File: src/rtl/doorbell_pkg.sv
package doorbell_pkg;

  // Sender window offsets
  localparam int unsigned SND_STATUS  = 'h00;
  localparam int unsigned SND_SET     = 'h0C;
  localparam int unsigned SND_ACK_ST  = 'h10;
  localparam int unsigned SND_ACK_CLR = 'h14;
  localparam int unsigned SND_ACK_EN  = 'h18;
  localparam int unsigned SND_CTRL    = 'h1C;

  // Receiver window offsets
  localparam int unsigned RCV_STATUS  = 'h00;
  localparam int unsigned RCV_MSTAT   = 'h04;
  localparam int unsigned RCV_CLR     = 'h08;
  localparam int unsigned RCV_MASK    = 'h10;
  localparam int unsigned RCV_MSET    = 'h14;
  localparam int unsigned RCV_MCLR    = 'h18;
  localparam int unsigned RCV_CTRL    = 'h1C;

  typedef enum logic [2:0] {
    RD_NONE,
    RD_FLAGS,
    RD_MSTAT,
    RD_MASK,
    RD_ACK,
    RD_ACKEN,
    RD_SCTL,
    RD_RCTL
  } rdSel_e;

  typedef struct packed {
    logic   sSet;
    logic   sAckClr;
    logic   sAckEn;
    logic   sCtrl;
    logic   rClr;
    logic   rMaskSet;
    logic   rMaskClr;
    logic   rCtrl;
    rdSel_e sRd;
    rdSel_e rRd;
  } strobe_t;

endpackage

File: src/rtl/doorbell_decode.sv
module doorbell_decode
  import doorbell_pkg::*;
#(
  parameter int ADDR_W = 5
) (
  input  logic              sndWr,
  input  logic [ADDR_W-1:0] sndAddr,
  input  logic              rcvWr,
  input  logic [ADDR_W-1:0] rcvAddr,
  output strobe_t           stb
);

  always_comb begin
    stb = '0;
    stb.sRd = RD_NONE;
    stb.rRd = RD_NONE;

    // Sender side: writes only to writable offsets, read selection by offset
    if (sndAddr == ADDR_W'(SND_SET))     stb.sSet    = sndWr;
    if (sndAddr == ADDR_W'(SND_ACK_CLR)) stb.sAckClr = sndWr;
    if (sndAddr == ADDR_W'(SND_ACK_EN))  stb.sAckEn  = sndWr;
    if (sndAddr == ADDR_W'(SND_CTRL))    stb.sCtrl   = sndWr;

    if (sndAddr == ADDR_W'(SND_STATUS))      stb.sRd = RD_FLAGS;
    else if (sndAddr == ADDR_W'(SND_ACK_ST)) stb.sRd = RD_ACK;
    else if (sndAddr == ADDR_W'(SND_ACK_EN)) stb.sRd = RD_ACKEN;
    else if (sndAddr == ADDR_W'(SND_CTRL))   stb.sRd = RD_SCTL;

    // Receiver side
    if (rcvAddr == ADDR_W'(RCV_CLR))  stb.rClr     = rcvWr;
    if (rcvAddr == ADDR_W'(RCV_MSET)) stb.rMaskSet = rcvWr;
    if (rcvAddr == ADDR_W'(RCV_MCLR)) stb.rMaskClr = rcvWr;
    if (rcvAddr == ADDR_W'(RCV_CTRL)) stb.rCtrl    = rcvWr;

    if (rcvAddr == ADDR_W'(RCV_STATUS))     stb.rRd = RD_FLAGS;
    else if (rcvAddr == ADDR_W'(RCV_MSTAT)) stb.rRd = RD_MSTAT;
    else if (rcvAddr == ADDR_W'(RCV_MASK))  stb.rRd = RD_MASK;
    else if (rcvAddr == ADDR_W'(RCV_CTRL))  stb.rRd = RD_RCTL;
  end

endmodule

File: src/rtl/doorbell_regs.sv
module doorbell_regs
  import doorbell_pkg::*;
#(
  parameter int FLAG_W = 32
) (
  input  logic              clk,
  input  logic              rstN,
  input  strobe_t           stb,
  input  logic [FLAG_W-1:0] sndWdata,
  input  logic [FLAG_W-1:0] rcvWdata,
  output logic [FLAG_W-1:0] sndRdata,
  output logic [FLAG_W-1:0] rcvRdata,
  output logic [FLAG_W-1:0] flagsQ,
  output logic [FLAG_W-1:0] maskQ,
  output logic              ackQ,
  output logic              ackEnQ,
  output logic              sCtlQ,
  output logic              rCtlQ,
  output logic              sndIrq,
  output logic              rcvIrq
);

  logic [FLAG_W-1:0] setVec;
  logic [FLAG_W-1:0] clrVec;
  logic [FLAG_W-1:0] visible;
  logic              ackEvent;

  assign setVec = stb.sSet ? sndWdata : '0;
  assign clrVec = stb.rClr ? rcvWdata : '0;

  // One flag cell per doorbell bit; a set beats a clear on the same bit
  for (genvar i = 0; i < FLAG_W; i++) begin : gFlag
    always_ff @(posedge clk or negedge rstN) begin
      if (!rstN)          flagsQ[i] <= 1'b0;
      else if (setVec[i]) flagsQ[i] <= 1'b1;
      else if (clrVec[i]) flagsQ[i] <= 1'b0;
    end
  end

  // An acknowledge fires only when a pending bit actually falls
  assign ackEvent = |(flagsQ & clrVec & ~setVec);

  always_ff @(posedge clk or negedge rstN) begin
    if (!rstN)                          ackQ <= 1'b0;
    else if (ackEvent)                  ackQ <= 1'b1;
    else if (stb.sAckClr && sndWdata[0]) ackQ <= 1'b0;
  end

  always_ff @(posedge clk or negedge rstN) begin
    if (!rstN)            maskQ <= '1;
    else if (stb.rMaskSet) maskQ <= maskQ | rcvWdata;
    else if (stb.rMaskClr) maskQ <= maskQ & ~rcvWdata;
  end

  always_ff @(posedge clk or negedge rstN) begin
    if (!rstN) begin
      ackEnQ <= 1'b0;
      sCtlQ  <= 1'b0;
      rCtlQ  <= 1'b0;
    end else begin
      if (stb.sAckEn) ackEnQ <= sndWdata[0];
      if (stb.sCtrl)  sCtlQ  <= sndWdata[0];
      if (stb.rCtrl)  rCtlQ  <= rcvWdata[0];
    end
  end

  assign visible = flagsQ & ~maskQ;
  assign sndIrq  = ackQ & ackEnQ;
  assign rcvIrq  = |visible;

  function automatic logic [FLAG_W-1:0] pick(input rdSel_e sel,
                                             input logic [FLAG_W-1:0] fl,
                                             input logic [FLAG_W-1:0] vis,
                                             input logic [FLAG_W-1:0] msk,
                                             input logic ack, input logic en,
                                             input logic sc, input logic rc);
    case (sel)
      RD_FLAGS: pick = fl;
      RD_MSTAT: pick = vis;
      RD_MASK:  pick = msk;
      RD_ACK:   pick = FLAG_W'(ack);
      RD_ACKEN: pick = FLAG_W'(en);
      RD_SCTL:  pick = FLAG_W'(sc);
      RD_RCTL:  pick = FLAG_W'(rc);
      default:  pick = '0;
    endcase
  endfunction

  assign sndRdata = pick(stb.sRd, flagsQ, visible, maskQ, ackQ, ackEnQ, sCtlQ, rCtlQ);
  assign rcvRdata = pick(stb.rRd, flagsQ, visible, maskQ, ackQ, ackEnQ, sCtlQ, rCtlQ);

endmodule

File: src/rtl/doorbell_pair.sv
module doorbell_pair
  import doorbell_pkg::*;
#(
  parameter int FLAG_W = 32,
  parameter int ADDR_W = 5
) (
  input  logic              clk,
  input  logic              rstN,
  input  logic              sndWr,
  input  logic [ADDR_W-1:0] sndAddr,
  input  logic [FLAG_W-1:0] sndWdata,
  output logic [FLAG_W-1:0] sndRdata,
  input  logic              rcvWr,
  input  logic [ADDR_W-1:0] rcvAddr,
  input  logic [FLAG_W-1:0] rcvWdata,
  output logic [FLAG_W-1:0] rcvRdata,
  output logic              sndIrq,
  output logic              rcvIrq,
  output logic              cmbIrq
);

  strobe_t           stb;
  logic [FLAG_W-1:0] flagsQ;
  logic [FLAG_W-1:0] maskQ;
  logic              ackQ;
  logic              ackEnQ;
  logic              sCtlQ;
  logic              rCtlQ;

  doorbell_decode #(.ADDR_W(ADDR_W)) u_decode (
    .sndWr   (sndWr),
    .sndAddr (sndAddr),
    .rcvWr   (rcvWr),
    .rcvAddr (rcvAddr),
    .stb     (stb)
  );

  doorbell_regs #(.FLAG_W(FLAG_W)) u_regs (
    .clk      (clk),
    .rstN     (rstN),
    .stb      (stb),
    .sndWdata (sndWdata),
    .rcvWdata (rcvWdata),
    .sndRdata (sndRdata),
    .rcvRdata (rcvRdata),
    .flagsQ   (flagsQ),
    .maskQ    (maskQ),
    .ackQ     (ackQ),
    .ackEnQ   (ackEnQ),
    .sCtlQ    (sCtlQ),
    .rCtlQ    (rCtlQ),
    .sndIrq   (sndIrq),
    .rcvIrq   (rcvIrq)
  );

  assign cmbIrq = (sndIrq & sCtlQ) | (rcvIrq & rCtlQ);

endmodule

File: config.mk
export PLATFORM = sky130hd
export DESIGN_NAME = doorbell_pair
export DESIGN_NICKNAME = d
export VERILOG_FILES = /design/src/rtl/doorbell_pkg.sv /design/src/rtl/doorbell_decode.sv /design/src/rtl/doorbell_regs.sv /design/src/rtl/doorbell_pair.sv
export SDC_FILE = /design/constraint.sdc
export NUM_CORES = 1
export LEC_CHECK = 0
export ABC_AREA = 1
export BUFFER_PORTS_ARGS = -buffer_cell sky130_fd_sc_hd__buf_2
export CAP_MARGIN = 20
export CORE_MARGIN = 4
export CORE_UTILIZATION = 55
export CTS_CLUSTER_SIZE = 25
export DETAILED_ROUTE_END_ITERATION = 16
export GPL_TIMING_DRIVEN = 1
export PLACE_DENSITY = 0.93
export REMOVE_ABC_BUFFERS = 1
export SLEW_MARGIN = 20
export SYNTH_ARGS = -nofsm -noshare
export SYNTH_HDL_FRONTEND = slang
export SYNTH_SLANG_ARGS = --single-unit
File: constraint.sdc
create_clock -name clk -period 3.1 [get_ports clk]
set_input_delay 0.155 -clock clk [delete_from_list [all_inputs] [get_ports clk]]
set_output_delay 0.155 -clock clk [all_outputs]
set_load 0.01 [all_outputs]
==> results of run 1 <==
[logic make-up after synthesis]
| kind of cell | Yosys count | synth area share |
|---|---|---|
| AO/OA/AOI/OAI | 138 | 0.1849 |
| buffers and inverters | 122 | 0.1103 |
| flip-flops | 68 | 0.4008 |
| AND/OR/NAND/NOR | 310 | 0.3041 |
[power by group through the flow]
| stage | logic, mW | registers (mW) | clock network [mW] |
|---|---|---|---|
| 2_1_floorplan | 0.366 | 1.21 | 0 |
| 3_3_place_gp | 0.543 | 1.23 | 0 |
| 3_5_place_dp | 0.570 | 1.24 | 0 |
| 4_1_cts | 0.577 | 1.23 | 0.710 |
| 5_1_grt | 0.658 | 1.26 | 0.748 |
| 6_report | 0.589 | 1.23 | 0.712 |
[critical path: cells and delay by family]
kind,cells,cell delay (ns)
and+or+nand+nor,4,0.99
buffers and inverters,5,1.00
[stage by stage]
step                power [mW]  area (sq um)  utilization
floorplan                1.575          4230            -
global placement         1.769          5132       0.6676
detailed placement       1.811          5132       0.6676
CTS                      2.515          5320       0.6921
global route             2.663          5335       0.6940
finish                   2.536          5335       0.6940
[metal layers]
| layer | global-route usage | up-vias |
|---|---|---|
| met1 | 0.3776 | 2383 |
| met4 | 0.1458 | 0 |
| met5 | 0 | - |
| li1 | - | 2364 |
| met3 | 0.07354 | 74 |
| met2 | 0.5053 | 398 |
[cell type report]
cell class,instances,area [sq um],area share
Inverter,97,364.1,0.06825
Multi-Input combinational cell,448,2133,0.3999
Clock buffer,14,182.7,0.03424
Sequential cell,68,1742,0.3265
Clock inverter,1,5.005,0.0009381
Timing Repair Buffer,151,780.7,0.1463
Tap cell,102,127.6,0.02392
[placed cells by master (no fill, tap or decap), types with 8 or more instances in the layout]
| cell type | Yosys | routed |
|---|---|---|
| or2_2 | 10 | 10 |
| o21ai_0 | 92 | 92 |
| dfstp_2 | 32 | 32 |
| nand4_1 | 20 | 20 |
| o22ai_1 | 8 | 8 |
| o211ai_1 | 21 | 21 |
| nand2_1 | 112 | 112 |
| nor2_1 | 127 | 126 |
| o221ai_1 | 10 | 10 |
| clkbuf_8 | 0 | 13 |
| inv_1 | 95 | 94 |
| buf_2 | 5 | 144 |
| nand3_1 | 25 | 25 |
| dfrtp_1 | 36 | 36 |
[final timing paths]
| path | slack, ns | cells after the start | to | start |
|---|---|---|---|---|
| min in group clk | 0.05 | 3 | u_regs.flagsQ[9]$_DFFE_PN0P_ | sndWdata[9] |
| max in group asynchronous | 2.53 | 2 | u_regs.flagsQ[4]$_DFFE_PN0P_ | rstN |
| worst min register to register | 0.50 | 2 | u_regs.flagsQ[30]$_DFFE_PN0P_ | u_regs.flagsQ[30]$_DFFE_PN0P_ |
| worst max register to register | 1.98 | 6 | u_regs.ackQ$_DFFE_PN0P_ | u_regs.flagsQ[3]$_DFFE_PN0P_ |
| worst min-delay path | -0.004 | 2 | u_regs.rCtlQ$_DFFE_PN0P_ | rstN |
| worst max-delay path | 0.79 | 9 | sndRdata[23] | sndAddr[1] |
==> metrics.md, run 1 <==
| Metric | Value |
|---|---|
| Routability cong. | 0.9056 |
| GRT Util Overall | 0.3066 |
| DRT Wirelength | 14690 um |
| Largest stage delay on the critical path | 0.49 ns |
| Initial cell density of the core | 0.5653 |
| Post-synth top area share | 0.2073 |
| Area leader, netlist | dfrtp_1 |
| Root Driver | clkbuf_8 |
| Max-Slew Margin vs Limit | 0.3348 |
| Iter 0 DRT Violations | 706 |
| CTS tree | yes |
| Setup CP Type | input pin to output port |
| Clock Pin Slew Worst Setup and Hold Paths | about 0.070 ns |
| Vias in the first global route | 5039 |
| Final Cycle Share | 0.7459 |
| Routed len/inst | around 17 um |
| Met1 WL | 5410 um |
| Leak Pwr | 2.808 nW |
| Non-Filler Instances | 881 |
| CP Cell Sequence | buf_2, nor2_2, buf_4, inv_1, nor3_1, nand2_1, buf_4, nor2_1, buf_2 |
| Sum Neg Setup Slack | 0 ns |
| Post-synthesis register bit count | between 60 and 70 |
| RSZ-0062 raised after global routing | no |
| Drt pass-1 iters | 6 |
| Most used DFF post-synth | dfrtp_1 |
| Hold Vio Cnt, Final | 2 |
| CP Max Fanout | 18 |
| Psw | 0.8420 mW |
| Number of CTS-inserted buffers | 9 |
| Maximum clock rate | 432.5 MHz |
| DR DRC count | 0 |
| Placed Instances | between 800 and 900 |
| Int Pwr | between 1.5 and 2 mW |
| Top-Level Pins | 145 |
| Number of flops mapped to enable cells by yosys | 0 |
| Share of total power in the clock network | 0.281 |
| Setup slack after layout | 0.7876 ns |
| Top sig layer | met4 |
| Met2 WL | slightly below 7000 um |
| Slowest-stage cell, CP | nand2_1 |
| Slew Viols, Final | 0 |
| CTS resizes | 0 |
| Time the worst path needs with I/O delays and setup | between 2 and 2.5 ns |
| Area grow syn2layout | 22.78% |
| Crit path launch type | input pin |
| Largest net degree at the start of global routing | 69 |
| Initial antenna violation count | 0 |
| Synth Cell Area | 0.004345 sq mm |
| Outcome | finished with violations |
| Nature of the critical path endpoint | output port |
| Post-synth ARST share | 1.000 |
| Worst-Skew Late Latency | roughly 0.35 ns |
| Count leader, synth | nor2_1 |
| Worst Tran Pin Value | 0.9967 ns |
| ANT cells | 0 |
| Syn_area_per_cell | 6.811 sq um |
| Sw Share | 0.3321 |
| Vias | around 5200 |
| Final Skew | 0.004771 ns |
| Congestion Overflow GR | 0 |
| Die Area | 0.009387 sq mm |
| Register area share after synthesis | 0.4008 |
| Share of post-route cells with drive strength above 1 | 0.2760 |
| Cell row count | 32 |
| Worst slack at placement | 0.8907 ns |
| # hold bufs at CTS | 0 |
| VDD IR max | 0.0002789 V |
| First-pass GRT wire length | 23630 um |
| Postcts setup bufs | 0 |
| Synth Warn # | 0 |
| Post-Synthesis Cells | ~640 |
| Die height | between 90 and 100 um |
| Seq pwr share | 0.487 |
| Antenna Nets Post-Route | 0 |
| Clk buf depth | 2 |
| Synth cell types | 26 |
| Port bufs | 144 |
| Pwr Density | 475.3 mW/mm^2 |
| Failing checks | hold timing |
| Met3 wire length | 1630 um |
| Post-DP HPWL | 10380 um |
| Nets@finish | ~850 |
| MaxCap Viol Count | 0 |
| Ranking of synthesized cells by area | dfrtp_1 (21%), dfstp_2 (19%), nor2_1 (11%) |
| Die extent in x | 96.89 um |
| Avg Vias per Cell | slightly below 6 |
| CP Data Required Time | 2.94 ns |
| Fill cell count | 648 |
| HP Class | input pin to async pin |
| Setup violators final | 0 |
| Core footprint | ~0.0077 sq mm |
| Post-synth top cells | nor2_1 (127), nand2_1 (112), inv_1 (95) |
| CP Data Arrival Time | 2.16 ns |
| H-tree levels | 3 |
| WHS | -0.004087 ns |
| Clock net sink count | 68 |
| Gate power share | 0.232 |
Power figures use the tool's default switching activity.
==> inputs of run 2 (changes only) <==
--- a/config.mk
+++ b/config.mk
@@ -9,11 +9,11 @@
 export BUFFER_PORTS_ARGS = -buffer_cell sky130_fd_sc_hd__buf_2
 export CAP_MARGIN = 20
 export CORE_MARGIN = 4
-export CORE_UTILIZATION = 55
+export CORE_UTILIZATION = 51
 export CTS_CLUSTER_SIZE = 25
 export DETAILED_ROUTE_END_ITERATION = 16
 export GPL_TIMING_DRIVEN = 1
-export PLACE_DENSITY = 0.93
+export PLACE_DENSITY = 0.88
 export REMOVE_ABC_BUFFERS = 1
 export SLEW_MARGIN = 20
 export SYNTH_ARGS = -nofsm -noshare
==> constraint.sdc (replaced) <==
create_clock -name clk -period 2.22 [get_ports clk]
set_input_delay 0.111 -clock clk [delete_from_list [all_inputs] [get_ports clk]]
set_output_delay 0.111 -clock clk [all_outputs]
set_load 0.01 [all_outputs]
==> metrics.md, run 2 (synthesis results as in run 1) <==
| Metric | Value |
|---|---|
| Reg2reg start | u_regs.flagsQ[24]$_DFFE_PN0P_ |
| Grt met3 use | 0.05073 (-0.02281) |
| Fin area | 0.005391 sq mm (+1.1%) |
| Time the worst path needs with I/O delays and setup | 1.994 ns |
| Initial antenna violation count | 0 (unchanged) |
| WHS | 0.01284 ns (+0.01692 ns) |
| CP Data Arrival Time | 1.88 ns (-0.28 ns) |
| Core footprint | 0.008258 sq mm (+7.4%) |
| Crit path launch type | register |
| Setup violators final | 0 (unchanged) |
| Setup slack after layout | 0.2258 ns (-0.5618 ns) |
| Routed len/inst | 16.52 um (-0.91%) |
| Final Skew | 0.01229 ns (+0.007518 ns) |
| Antenna Nets Post-Route | 0 (unchanged) |
| Leak Pwr | 2.836 nW (+0.98%) |
| Slew Viols, Final | 0 (unchanged) |
| Root Driver | clkbuf_8 |
| Met1 usage | 0.3659 (-0.01175) |
| Vias | 5085 (-2.6%) |
| Congestion Overflow GR | 0 (unchanged) |
| MaxCap Viol Count | 0 (unchanged) |
| CP Max Fanout | 3 (-15) |
| Share of post-route cells with drive strength above 1 | 0.2807 (+0.004663) |
| Avg Vias per Cell | 5.675 (-4.2%) |
| Nets@finish | 864 (+1.3%) |
| Reg2Reg Capture Point | u_regs.ackQ$_DFFE_PN0P_ |
| GRT Util Overall | 0.2924 (-0.01417) |
| M2 GR Usage | 0.4888 (-0.01652) |
| CTS tree | yes |
| Worst hold path stage count | 3 |
| Port bufs | 144 (unchanged) |
| Largest net degree at the start of global routing | 33 (-52%) |
| Clk buf depth | 2 (unchanged) |
| Final Cycle Share | 0.8983 |
| Die extent in x | 100.3 um (+3.5%) |
| Number of CTS-inserted buffers | 9 (unchanged) |
| Pwr Density | 636.9 mW/mm^2 (+34%) |
| Placed Instances | 879 (+1.6%) |
| Maximum clock rate | 501.5 MHz |
| Routability cong. | 0.9145 (+0.98%) |
| Outcome | complete, no violations |
| DRT Wirelength | 14810 um (+0.78%) |
| Initial cell density of the core | 0.5262 (-0.03905) |
| First-pass GRT wire length | 23460 um (-0.73%) |
| R2R Setup Slk | 1.06 ns (-0.92 ns) |
| CP Data Required Time | 2.11 ns (-0.83 ns) |
| Grt peak-use layer | met2 |
| Dpl cell area | 0.005221 sq mm (+1.7%) |
| Overall power | 3.434 mW (+35%) |
| Clock net sink count | 68 (unchanged) |
| Area grow syn2layout | 24.07% |
| Postcts setup bufs | 0 (unchanged) |
| DR DRC count | 0 (unchanged) |
| Hold Crit Start | sndWdata[7] |
| ANT cells | 0 (unchanged) |
| Setup CP Type | register to output port |
| H-tree levels | 3 (unchanged) |
| Commonest non-fill, non-tap cell in the layout | buf_2 |
| Vias in the first global route | 5052 (+0.26%) |
| Worst-Skew Late Latency | 0.34 ns (about the same) |
| RSZ-0062 raised after global routing | no |
| Cell row count | 33 (+3.1%) |
| Clock Pin Slew Worst Setup and Hold Paths | 0.07 ns (about the same) |
| Post-DP HPWL | 10810 um (+4.1%) |
| Reg2reg path depth | 6 (unchanged) |
| Final Util | 0.6529 (-0.04113) |
| Drt pass-1 iters | 5 (-1) |
| Iter 0 DRT Violations | 330 (-53%) |
| Commonest non-fill, non-tap cells in the layout | buf_2 (144), nor2_1 (125), nand2_1 (112) |
| Hold Vio Cnt, Final | 0 (-2) |
| Die height | 100.3 um (+3.5%) |
| VDD IR max | 0.0003637 V (+30%) |
| Worst Tran Pin Value | 0.9937 ns (-0.002999 ns) |
| Max-Slew Margin vs Limit | 0.3368 (+0.002001) |
| Worst slack at placement | 0.5057 ns (-0.3850 ns) |
| Sum Neg Setup Slack | 0 ns (unchanged) |
| Top-Level Pins | 145 (unchanged) |
| Nature of the critical path endpoint | output port |
| Die Area | 0.01006 sq mm (+7.2%) |
| HP Class | input pin to register |
| Non-Filler Instances | 896 (+1.7%) |
| Hold endpoint | u_regs.flagsQ[7]$_DFFE_PN0P_ |
-- run 2: cell count changes in the layout (fill, tap and decap cells not counted) --
cell           previous run  this run
clkbuf_8                 13        10
clkbuf_1                  1         6
nor2_2                    2         3
dlygate4sd3_1             0         1
clkinv_2                  1         0
inv_1                    94        95
nor2_1                  126       125
buf_4                     6        17
clkinv_1                  2         1
buf_8                     1         0
-- run 2: area by class of cell --
| class | instances | area, sq um |
|---|---|---|
| clock buffer | 16 | 160.2 |
| tap | 105 | 131.4 |
| sequential | 68 | 1742 |
| fill | 731 | 2867 |
| inverter | 97 | 364.1 |
| timing repair buffer | 162 | 858.3 |
| multi-input combinational | 448 | 2136 |
-- run 2: what timing repair did --
action	CTS	global route
gates resized for setup	0	0
hold buffers	1	0
endpoints found under the hold margin	9	0
-- run 2: worst max-delay path by stage --
stage               cells past startpoint  slack, ns  startpoint                 endpoint
floorplan                               7       0.21  rcvAddr[0]             rcvRdata[11]
global placement                       10       0.62  sndAddr[1]  u_regs.ackQ$_DFFE_PN0P_
detailed placement                      8       0.51  rcvAddr[1]                 register
CTS                                     8       0.22    register                   cmbIrq
global route                            8       0.09    register                   cmbIrq
finish                                  8       0.23    register                   cmbIrq
-- run 2: per-layer routing --
| metal | wire length [um] | vias up |
|---|---|---|
| met5 | 0 | - |
| met4 | 537 | 0 |
| met3 | 1397 | 57 |
| met2 | 7156 | 319 |
| met1 | 5715 | 2315 |
| li1 | - | 2394 |
-- run 2: critical path, cell delays in order, from the launching register on --
cell,delay (ns)
dfstp_2,0.54
nor2_1,0.06
nor4_1,0.32
nand2_1,0.12
nor2_1,0.15
nand2_1,0.11
nand2_1,0.08
nand2_1,0.05
buf_2,0.13
-- run 2: where the power goes --
part	switching [mW]	internal, mW	total (mW)
clock network	0.451	0.441	0.892
registers	0.151	1.56	1.71
logic	0.540	0.289	0.830
total	1.14	2.29	3.43
